<file path="src/rtl/dparb_pkg.sv">
package dparb_pkg;

    parameter int AW = 15;

    typedef enum logic [1:0] {
        OWN_NONE  = 2'd0,
        OWN_LEFT  = 2'd1,
        OWN_RIGHT = 2'd2
    } owner_e;

    typedef struct packed {
        logic          en;
        logic [AW-1:0] addr;
    } port_s;

    function automatic logic collide(input port_s a, input port_s b);
        return a.en && b.en && (a.addr == b.addr);
    endfunction

endpackage

</file>
<file path="src/rtl/dparb_port_track.sv">
module dparb_port_track
    import dparb_pkg::*;
(
    input  logic  clk,
    input  logic  rst,
    input  port_s cur,
    output logic  settled
);

    port_s prev_q;

    always_ff @(posedge clk) begin
        if (rst) begin
            prev_q <= '0;
        end else begin
            prev_q <= cur;
        end
    end

    assign settled = cur.en && prev_q.en && (prev_q.addr == cur.addr);

endmodule

</file>
<file path="src/rtl/dparb_grant.sv">
module dparb_grant
    import dparb_pkg::*;
(
    input  logic   clk,
    input  logic   rst,
    input  port_s  lp,
    input  port_s  rp,
    input  logic   l_settled,
    input  logic   r_settled,
    output owner_e grant
);

    owner_e owner_q;
    logic   hit;

    assign hit = collide(lp, rp);

    always_comb begin
        if (!hit) begin
            grant = OWN_NONE;
        end else if (owner_q == OWN_LEFT && l_settled) begin
            grant = OWN_LEFT;
        end else if (owner_q == OWN_RIGHT && r_settled) begin
            grant = OWN_RIGHT;
        end else if (r_settled && !l_settled) begin
            grant = OWN_RIGHT;
        end else begin
            grant = OWN_LEFT;
        end
    end

    always_ff @(posedge clk) begin
        if (rst) begin
            owner_q <= OWN_NONE;
        end else begin
            owner_q <= grant;
        end
    end

    // a settled port facing a newcomer is never the loser
    a_r2_settled_wins: assert property (@(posedge clk) disable iff (rst)
        (hit && l_settled && !r_settled) |-> (grant == OWN_LEFT));

endmodule

</file>
<file path="src/rtl/dparb_wgate.sv">
module dparb_wgate (
    input  logic clk,
    input  logic rst,
    input  logic master,
    input  logic lose,
    input  logic busy_in_n,
    input  logic we_n,
    output logic busy_out_n,
    output logic arr_we_n
);

    logic inhibit;

    assign busy_out_n = master ? !lose : 1'b1;
    assign inhibit    = master ? lose : !busy_in_n;
    assign arr_we_n   = we_n | inhibit;

    // a port shown as busy never reaches the array with a write
    a_r6_busy_blocks: assert property (@(posedge clk) disable iff (rst)
        !busy_out_n |-> arr_we_n);

    // in slave mode the external busy input blocks the write
    a_r7_slave_block: assert property (@(posedge clk) disable iff (rst)
        (!master && !busy_in_n) |-> arr_we_n);

endmodule

</file>
<file path="src/rtl/dpram_busy_arb.sv">
module dpram_busy_arb
    import dparb_pkg::*;
#(
    parameter int ADDR_W = dparb_pkg::AW
) (
    input  logic              clk,
    input  logic              rst,
    input  logic              master_mode,
    input  logic              l_ce_n,
    input  logic              l_we_n,
    input  logic [ADDR_W-1:0] l_addr,
    input  logic              r_ce_n,
    input  logic              r_we_n,
    input  logic [ADDR_W-1:0] r_addr,
    input  logic              l_busy_in_n,
    input  logic              r_busy_in_n,
    output logic              l_busy_n,
    output logic              r_busy_n,
    output logic              l_arr_we_n,
    output logic              r_arr_we_n
);

    port_s  lp, rp;
    logic   l_set, r_set;
    owner_e grant;
    logic   l_lose, r_lose;
    logic   past_ok;

    assign lp = '{en: !l_ce_n, addr: l_addr};
    assign rp = '{en: !r_ce_n, addr: r_addr};

    dparb_port_track u_trk_l (.clk(clk), .rst(rst), .cur(lp), .settled(l_set));
    dparb_port_track u_trk_r (.clk(clk), .rst(rst), .cur(rp), .settled(r_set));

    dparb_grant u_grant (
        .clk(clk), .rst(rst), .lp(lp), .rp(rp),
        .l_settled(l_set), .r_settled(r_set), .grant(grant)
    );

    assign l_lose = (grant == OWN_RIGHT);
    assign r_lose = (grant == OWN_LEFT);

    dparb_wgate u_gate_l (
        .clk(clk), .rst(rst), .master(master_mode), .lose(l_lose),
        .busy_in_n(l_busy_in_n), .we_n(l_we_n),
        .busy_out_n(l_busy_n), .arr_we_n(l_arr_we_n)
    );

    dparb_wgate u_gate_r (
        .clk(clk), .rst(rst), .master(master_mode), .lose(r_lose),
        .busy_in_n(r_busy_in_n), .we_n(r_we_n),
        .busy_out_n(r_busy_n), .arr_we_n(r_arr_we_n)
    );

    always_ff @(posedge clk) begin
        if (rst) past_ok <= 1'b0;
        else     past_ok <= 1'b1;
    end

    // never both busy at once
    a_r3_exclusive: assert property (@(posedge clk) disable iff (rst)
        !(!l_busy_n && !r_busy_n));

    // no collision means no busy
    a_r1_idle_high: assert property (@(posedge clk) disable iff (rst)
        (l_ce_n || r_ce_n || (l_addr != r_addr)) |-> (l_busy_n && r_busy_n));

    // right loser stays busy while both ports hold still
    a_r5_hold: assert property (@(posedge clk) disable iff (rst)
        (past_ok && master_mode && $past(master_mode) && !$past(r_busy_n)
         && !l_ce_n && !r_ce_n && !$past(l_ce_n) && !$past(r_ce_n)
         && (l_addr == $past(l_addr)) && (r_addr == $past(r_addr))
         && (l_addr == r_addr)) |-> !r_busy_n);

    // slave mode never drives busy low
    a_r7_slave_quiet: assert property (@(posedge clk) disable iff (rst)
        !master_mode |-> (l_busy_n && r_busy_n));

endmodule

</file>
<file path="config.mk">
export PLATFORM = sky130hd
export DESIGN_NAME = dpram_busy_arb
export DESIGN_NICKNAME = d
export VERILOG_FILES = /design/src/rtl/dparb_pkg.sv /design/src/rtl/dparb_port_track.sv /design/src/rtl/dparb_grant.sv /design/src/rtl/dparb_wgate.sv /design/src/rtl/dpram_busy_arb.sv
export SDC_FILE = /design/constraint.sdc
export NUM_CORES = 1
export LEC_CHECK = 0
export ABC_CLOCK_PERIOD_IN_PS = 1850
export BUFFER_PORTS_ARGS = -buffer_cell sky130_fd_sc_hd__buf_2
export CAP_MARGIN = 10
export CORE_MARGIN = 4
export CORE_UTILIZATION = 50
export DETAILED_ROUTE_END_ITERATION = 8
export GPL_TIMING_DRIVEN = 0
export PLACE_DENSITY = 0.76
export SYNTH_ARGS = -nofsm -noshare
export SYNTH_HDL_FRONTEND = slang
export SYNTH_SLANG_ARGS = --single-unit
</file>
<file path="constraint.sdc">
create_clock -name clk -period 1.85 [get_ports clk]
set_input_delay 0 -clock clk [delete_from_list [all_inputs] [get_ports clk]]
set_output_delay 0 -clock clk [all_outputs]
set_load 0.02 [all_outputs]
</file>
==> flow_metrics.tcl, run 1 <==
set metrics [dict create \
    power.internal_uw 1130 \
    first_pass_iters 4 \
    violations "negative setup slack" \
    worstSetupStartpointType "flop" \
    vias 1291 \
    fp.dieH_microns 62.5 \
    worstPathMaxFanout 3 \
    combPwrFrac_pct 19.6 \
    final_hold_viol_count 0 \
    cp_slowest_cell "dfxtp_2" \
    power.total_uw 1510 \
    setup-violations-final 4 \
    final_common_cell "xnor2_1" \
    num_rows 19 \
    ys_warn_count 0 \
    synth_seq_area_share_pct 45.8 \
    cts-root-buf "clkbuf_4" \
    core_area_sq_mm 0.00281 \
    vias_per_cell 4.93 \
    reg2reg_setup_slack_ps 320 \
    switchingPower_uw 386 \
    cts_tree "yes" \
    gp_congestion 0.811 \
    pwr-share-clk_pct 28.4 \
    detailed_place_hpwl_mm 2.44 \
    clkTransAtPathRegs_ps 100 \
    fill_cells 192 \
    area.sequential_sq_um 687 \
    routed_wl_mm 3.66 \
    grt_pass1_wl_mm 6.27 \
    area_growth_pct 49.4 \
    ys_ff_latch 34 \
    cts_buffer_depth 2 \
    initial_core_util_pct 52.9 \
    period_needed_ps 1950 \
    drive_above_1_share_pct 27.7 \
    cpPeakStageDelay_ps 330 \
    clock_sinks 34 \
    diodes 0 \
    grt_pass1_vias 1383 \
    path_class "flop to output port" \
    critical_path_required_ps 1850 \
    fin_skew_ps 11.4 \
    p_leak_uw 0.000868 \
    drc 0 \
    worst_slew_pin_slew_ps 549 \
    dieArea_sq_mm 0.00391 \
    final_cell_mix "xnor2_1 (40), buf_2 (38), dlygate4sd3_1 (33), nor2b_1 (31), dfxtp_1 (29)" \
    status "complete, but fails checks" \
    multiInputGateArea_sq_um 856 \
    fp.dieW_microns 62.5 \
    critical_path.top_delay_family "simple AND/OR/NAND/NOR gates" \
    antenna_found_initial 0 \
    cp.arrival_ps 1950 \
    dp_worst_setup_slack_ps 182 \
    avgRoutedWirePerCell_microns 14.0 \
    fin_crit_sh_pct 106 \
    ioPinCount 43 \
    netlist_area_sq_mm 0.00149 \
    hp-class "primary input to flop" \
    h-tree-depth 2 \
    cts_buffers 5 \
    finalWorstSetupSlack_ps -104 \
    yosysUniqueCellTypes 17 \
    pwr-share-seq_pct 52.0 \
    track_usage_pct 20.8 \
    power_density_mw_per_mm2 682 \
    rsz0062_at_grt "yes" \
    drt_iter0_drc 26 \
    io_buffers 42 \
    crit_chain "xor2_1 > nor4b_2 > nand3_1 > buf_4 > o41ai_4 > nand2_1 > buf_6" \
    slew_viol_final 0 \
    ant_nets 0 \
    max_freq_ghz 0.512 \
    cap_violations 0 \
    p_sw_share_pct 25.5 \
    syn_inst 147 \
    nets 269 \
    grt_max_degree 11 \
    grt-ovfl-total 0 \
    end_kind "output port" \
    max_slew_margin_pct 63.4 \
    synth.net_count 186 \
    ir_drop_mv 0.502 \
    critPathBufInv 2 \
    syn_area_per_cell_sq_um 10.1 \
    clock_latency_ps 340 \
]
## final cells by class
class | instances | share of cell area (%)
multi-input combinational | 110 | 38.6
sequential | 34 | 31.0
timing repair buffer | 76 | 25.5
clock buffer | 7 | 2.48
tap | 31 | 1.75
buffer | 3 | 0.508
clock inverter | 1 | 0.226
## logic make-up (layout without fill, tap and decap cells)
family	after synthesis	in the layout	share of synthesized area [%]
XOR/XNOR	45	45	26.5
AND/OR/NAND/NOR	61	61	24.3
flip-flops	34	34	45.8
buffers and inverters	3	87	0.758
AO/OA/AOI/OAI	4	4	2.53
## synthesized netlist by cell type
cell	count	share of area [%]
and2_1	1	0.42
clkbuf_1	3	0.76
dfxtp_1	34	46
nand2_1	3	0.76
nand2b_1	1	0.42
nand3_1	1	0.34
nand4_1	11	4.6
nor2_1	9	2.3
nor2b_1	31	13
nor2b_2	1	0.59
nor4_1	2	0.84
nor4b_2	1	1.0
o21ai_1	2	0.67
o41a_1	1	0.76
o41ai_2	1	1.1
xnor2_1	44	26
xor2_1	1	0.59
## stage by stage
step | hold WS (ps) | instance area (sq um) | instances | util [%] | TNS (ps)
floorplan | 71.6 | 1490 | 147 | - | 0
global placement | 195 | 1730 | 220 | 61.8 | 0
detailed placement | 193 | 1730 | 220 | 61.8 | 0
CTS | 113 | 2200 | 262 | 78.3 | -285
global route | 183 | 2220 | 262 | 79.1 | -804
finish | 137 | 2220 | 262 | 79.1 | -289
## path summary, 6_finish.rpt
kind	depth (start not counted)	endpoint	from
hold reg to reg	5	u_grant.owner_q[1]$_SDFF_PP0_	u_trk_r.prev_q[10]$_SDFF_PP0_
setup / recovery	7	r_busy_n	u_trk_l.prev_q[12]$_SDFF_PP0_
hold / removal	6	u_grant.owner_q[1]$_SDFF_PP0_	r_ce_n
setup reg to reg	6	u_grant.owner_q[1]$_SDFF_PP0_	u_trk_l.prev_q[12]$_SDFF_PP0_
## tightest hold or removal path: cells and delay by family
| kind | cells | cell delay (ps) |
|---|---|---|
| AOI/OAI and AO/OA | 1 | 60 |
| buffers and inverters | 1 | 90 |
| and+or+nand+nor | 4 | 280 |
## flip-flops by register name, indices dropped and copies added, names as in the netlist
name	count
u_trk_l.prev_q	16
u_trk_r.prev_q	16
u_grant.owner_q	2
## per-layer routing
layer,up-vias,part of all wire (%),track usage (%),wire [microns]
li1,645,-,-,-
met1,591,40,22.5,1460
met2,44,50,35.7,1830
met3,11,7.4,7.73,270
met4,0,2.8,9.92,102
met5,-,0,0,0
## repair_timing
action	4_1_cts	5_1_grt
pin swaps	13	6
hold buffers	33	0
setup endpoints to repair	4	4
resized for setup	14	5
hold endpoints to repair	34	0
setup buffers	1	0
## power groups by stage
stage	Combinational [uW]	Clock (uW)	Sequential (uW)
after floorplan	133	0	798
after CTS	292	442	786
after global routing	326	467	790
after global placement	221	0	800
after detailed placement	227	0	801
final	297	429	787
Note: power is estimated with default switching activity, not from simulation.
==> inputs of run 2 (changes only) <==
CELL_PAD_IN_SITES_DETAIL_PLACEMENT = 2   (was unset)
CELL_PAD_IN_SITES_GLOBAL_PLACEMENT = 2   (was unset)
CORE_UTILIZATION = 30   (was 50)
PLACE_DENSITY = 0.75   (was 0.76)
==> run 2 against run 1 <==
The run ends with negative hold slack, negative setup slack left. Cell count rose by 9.5%. Setup slack better by 14 ps. Count of clock-buffer cells in the layout did not move. Core utilization fell by 33 points. Wire length up 35%. First-iteration DRC count decreased by 15%. Cell area is 2.1% lower. Highest routed layer unchanged. Worst hold slack worse by 140 ps. Non-clock buffer count down 11. Die area increased by 57%. Critical path depth fell by 1.
==> flow_metrics.tcl, run 2 (synthesized netlist as in run 1, its figures left out) <==
set metrics [dict create \
    status "complete, but fails checks" \
    violations "negative hold slack, negative setup slack" \
    nets 258 \
    cap_violations 0 \
    fp.dieH_microns 78.4 \
    track_usage_pct 17.2 \
    crit_chain "xor2_1 > nor4b_2 > nand3_1 > o41a_1 > o21ai_2 > buf_6" \
    detailed_place_hpwl_mm 3.36 \
    placed_cells_incl_taps 256 \
    vias_per_cell 4.49 \
    ant_nets 0 \
    p_sw_share_pct 25.7 \
    pwr-share-clk_pct 34.6 \
    slew_viol_final 0 \
    fin_cells 287 \
    dieArea_sq_mm 0.00614 \
    initial_core_util_pct 31.2 \
    ir_drop_mv 0.365 \
    largestRegisters "u_trk_l.prev_q: 16 flops, u_trk_r.prev_q: 16 flops, u_grant.owner_q: 2 flops" \
    clkTransAtPathRegs_ps 70 \
    clock_latency_ps 280 \
    grt_max_degree 11 \
    routed_wl_mm 4.94 \
    cpPeakStageDelay_ps 460 \
    grt_pass1_vias 1558 \
    diodes 0 \
    grt-ovfl-total 0 \
    h-tree-depth 2 \
    num_rows 25 \
    drc 0 \
    clock_sinks 34 \
    cp.arrival_ps 1940 \
    period_needed_ps 1940 \
    worst_slew_pin_slew_ps 585 \
    p_leak_uw 0.000833 \
    setup-violations-final 4 \
    path_class "flop to output port" \
    combPwrFrac_pct 17.6 \
    avgRoutedWirePerCell_microns 17.2 \
    gp_congestion 0.777 \
    final_design_area_no_fill_sq_mm 0.00217 \
    fill_cells 523 \
    final_hold_viol_count 1 \
    fin_skew_ps 3.74 \
    power_density_mw_per_mm2 760 \
    power.internal_uw 1230 \
    switchingPower_uw 425 \
    post-route-util_pct 45.7 \
    drive_above_1_share_pct 28.6 \
    place_area_sq_mm 0.00178 \
    cts_tree "yes" \
    antenna_found_initial 0 \
    io_buffers 42 \
    max_slew_margin_pct 61.0 \
    fin_crit_sh_pct 105 \
    pwr-share-seq_pct 47.8 \
    first_pass_iters 3 \
    ioPinCount 43 \
    worstSetupStartpointType "flop" \
    area_growth_pct 46.3 \
    end_kind "output port" \
    holdWs_ps -2.65 \
    core_area_sq_mm 0.00475 \
    rsz0062_at_grt "yes" \
    finalWorstSetupSlack_ps -89.3 \
    drt_iter0_drc 22 \
    max_freq_ghz 0.516 \
    worstPathMaxFanout 3 \
    cts_buffer_depth 2 \
    cts_buffers 5 \
    fp.dieW_microns 78.4 \
    hp-class "primary input to flop" \
    critical_path_required_ps 1850 \
    cts-root-buf "clkbuf_8" \
    final_cell_mix "xnor2_1 (40), buf_2 (40), nor2b_1 (31), dfxtp_1 (31), dlygate4sd3_1 (21)" \
    vias 1289 \
    cp_slowest_cell "o41a_1" \
    grt_pass1_wl_mm 8.00 \
]
[run 2: cell types whose count changed in the layout (fill, tap and decap cells not counted)]
cell / delta
dfxtp_1: +2
nor4_1: +1
clkbuf_8: +5
o21ai_1: -1
o21ai_2: +1
buf_4: -1
clkbuf_4: -5
buf_2: +2
dfxtp_2: -2
dlygate4sd3_1: -12
nor4_2: -1
[run 2: metal layers]
layer	global-route usage, %	up-vias	share of wire [%]
li1	-	621	-
met1	18.9	630	40
met2	32.8	31	55
met3	3.33	7	3.3
met4	5.77	0	1.7
met5	0	-	0
[run 2: final timing paths]
check / to / start / cells after the start / slack (ps)
max: r_arr_we_n / u_trk_l.prev_q[12]$_SDFF_PP0_ / 6 / -90
min: u_trk_l.prev_q[8]$_SDFF_PP0_ / l_addr[8] / 2 / -3
max reg2reg: u_grant.owner_q[0]$_SDFF_PP0_ / u_trk_l.prev_q[12]$_SDFF_PP0_ / 6 / 150
min reg2reg: u_grant.owner_q[1]$_SDFF_PP0_ / u_trk_r.prev_q[11]$_SDFF_PP0_ / 5 / 750
[run 2: area by class of cell]
cell class / count / area, sq um / share of cell area, %
buffer: 3 / 11.3 / 0.518
clock buffer: 7 / 86.3 / 3.97
clock inverter: 1 / 5.00 / 0.230
multi-input combinational: 110 / 853 / 39.3
sequential: 34 / 684 / 31.5
tap: 67 / 83.8 / 3.86
timing repair buffer: 65 / 448 / 20.6
[run 2: power groups by stage]
stage / clock network [uW] / logic [uW] / registers [uW]
after floorplan: 0 / 133 / 798
after global placement: 0 / 227 / 800
after detailed placement: 0 / 239 / 803
after CTS: 591 / 283 / 786
after global routing: 629 / 318 / 793
final: 571 / 291 / 789
[run 2: repair_timing]
action                                  in CTS  in global routing
gates cloned                                 0                  0
pin swaps                                    9                 10
buffers inserted                             1                  1
resized for setup                            5                 10
endpoints found under the setup margin       4                  4
endpoints found under the hold margin       21                  0
hold buffers                                21                  0
[run 2: critical path: cells and delay by family (launching register included)]
| kind | cells | cell delay, ps |
|---|---|---|
| flip-flops | 1 | 320 |
| AND/OR/NAND/NOR | 2 | 400 |
| AO/OA/AOI/OAI | 2 | 640 |
| buffers and inverters | 1 | 130 |
| XOR/XNOR | 1 | 170 |
[run 2: stage by stage]
step / setup slack, ps / power (uW) / setup TNS (ps)
after detailed placement: 119 / 1040 / 0
after global routing: -174 / 1740 / -562
after CTS: -50.7 / 1660 / -93.4
final: -89.3 / 1650 / -189
after floorplan: 282 / 931 / 0
after global placement: 197 / 1030 / 0
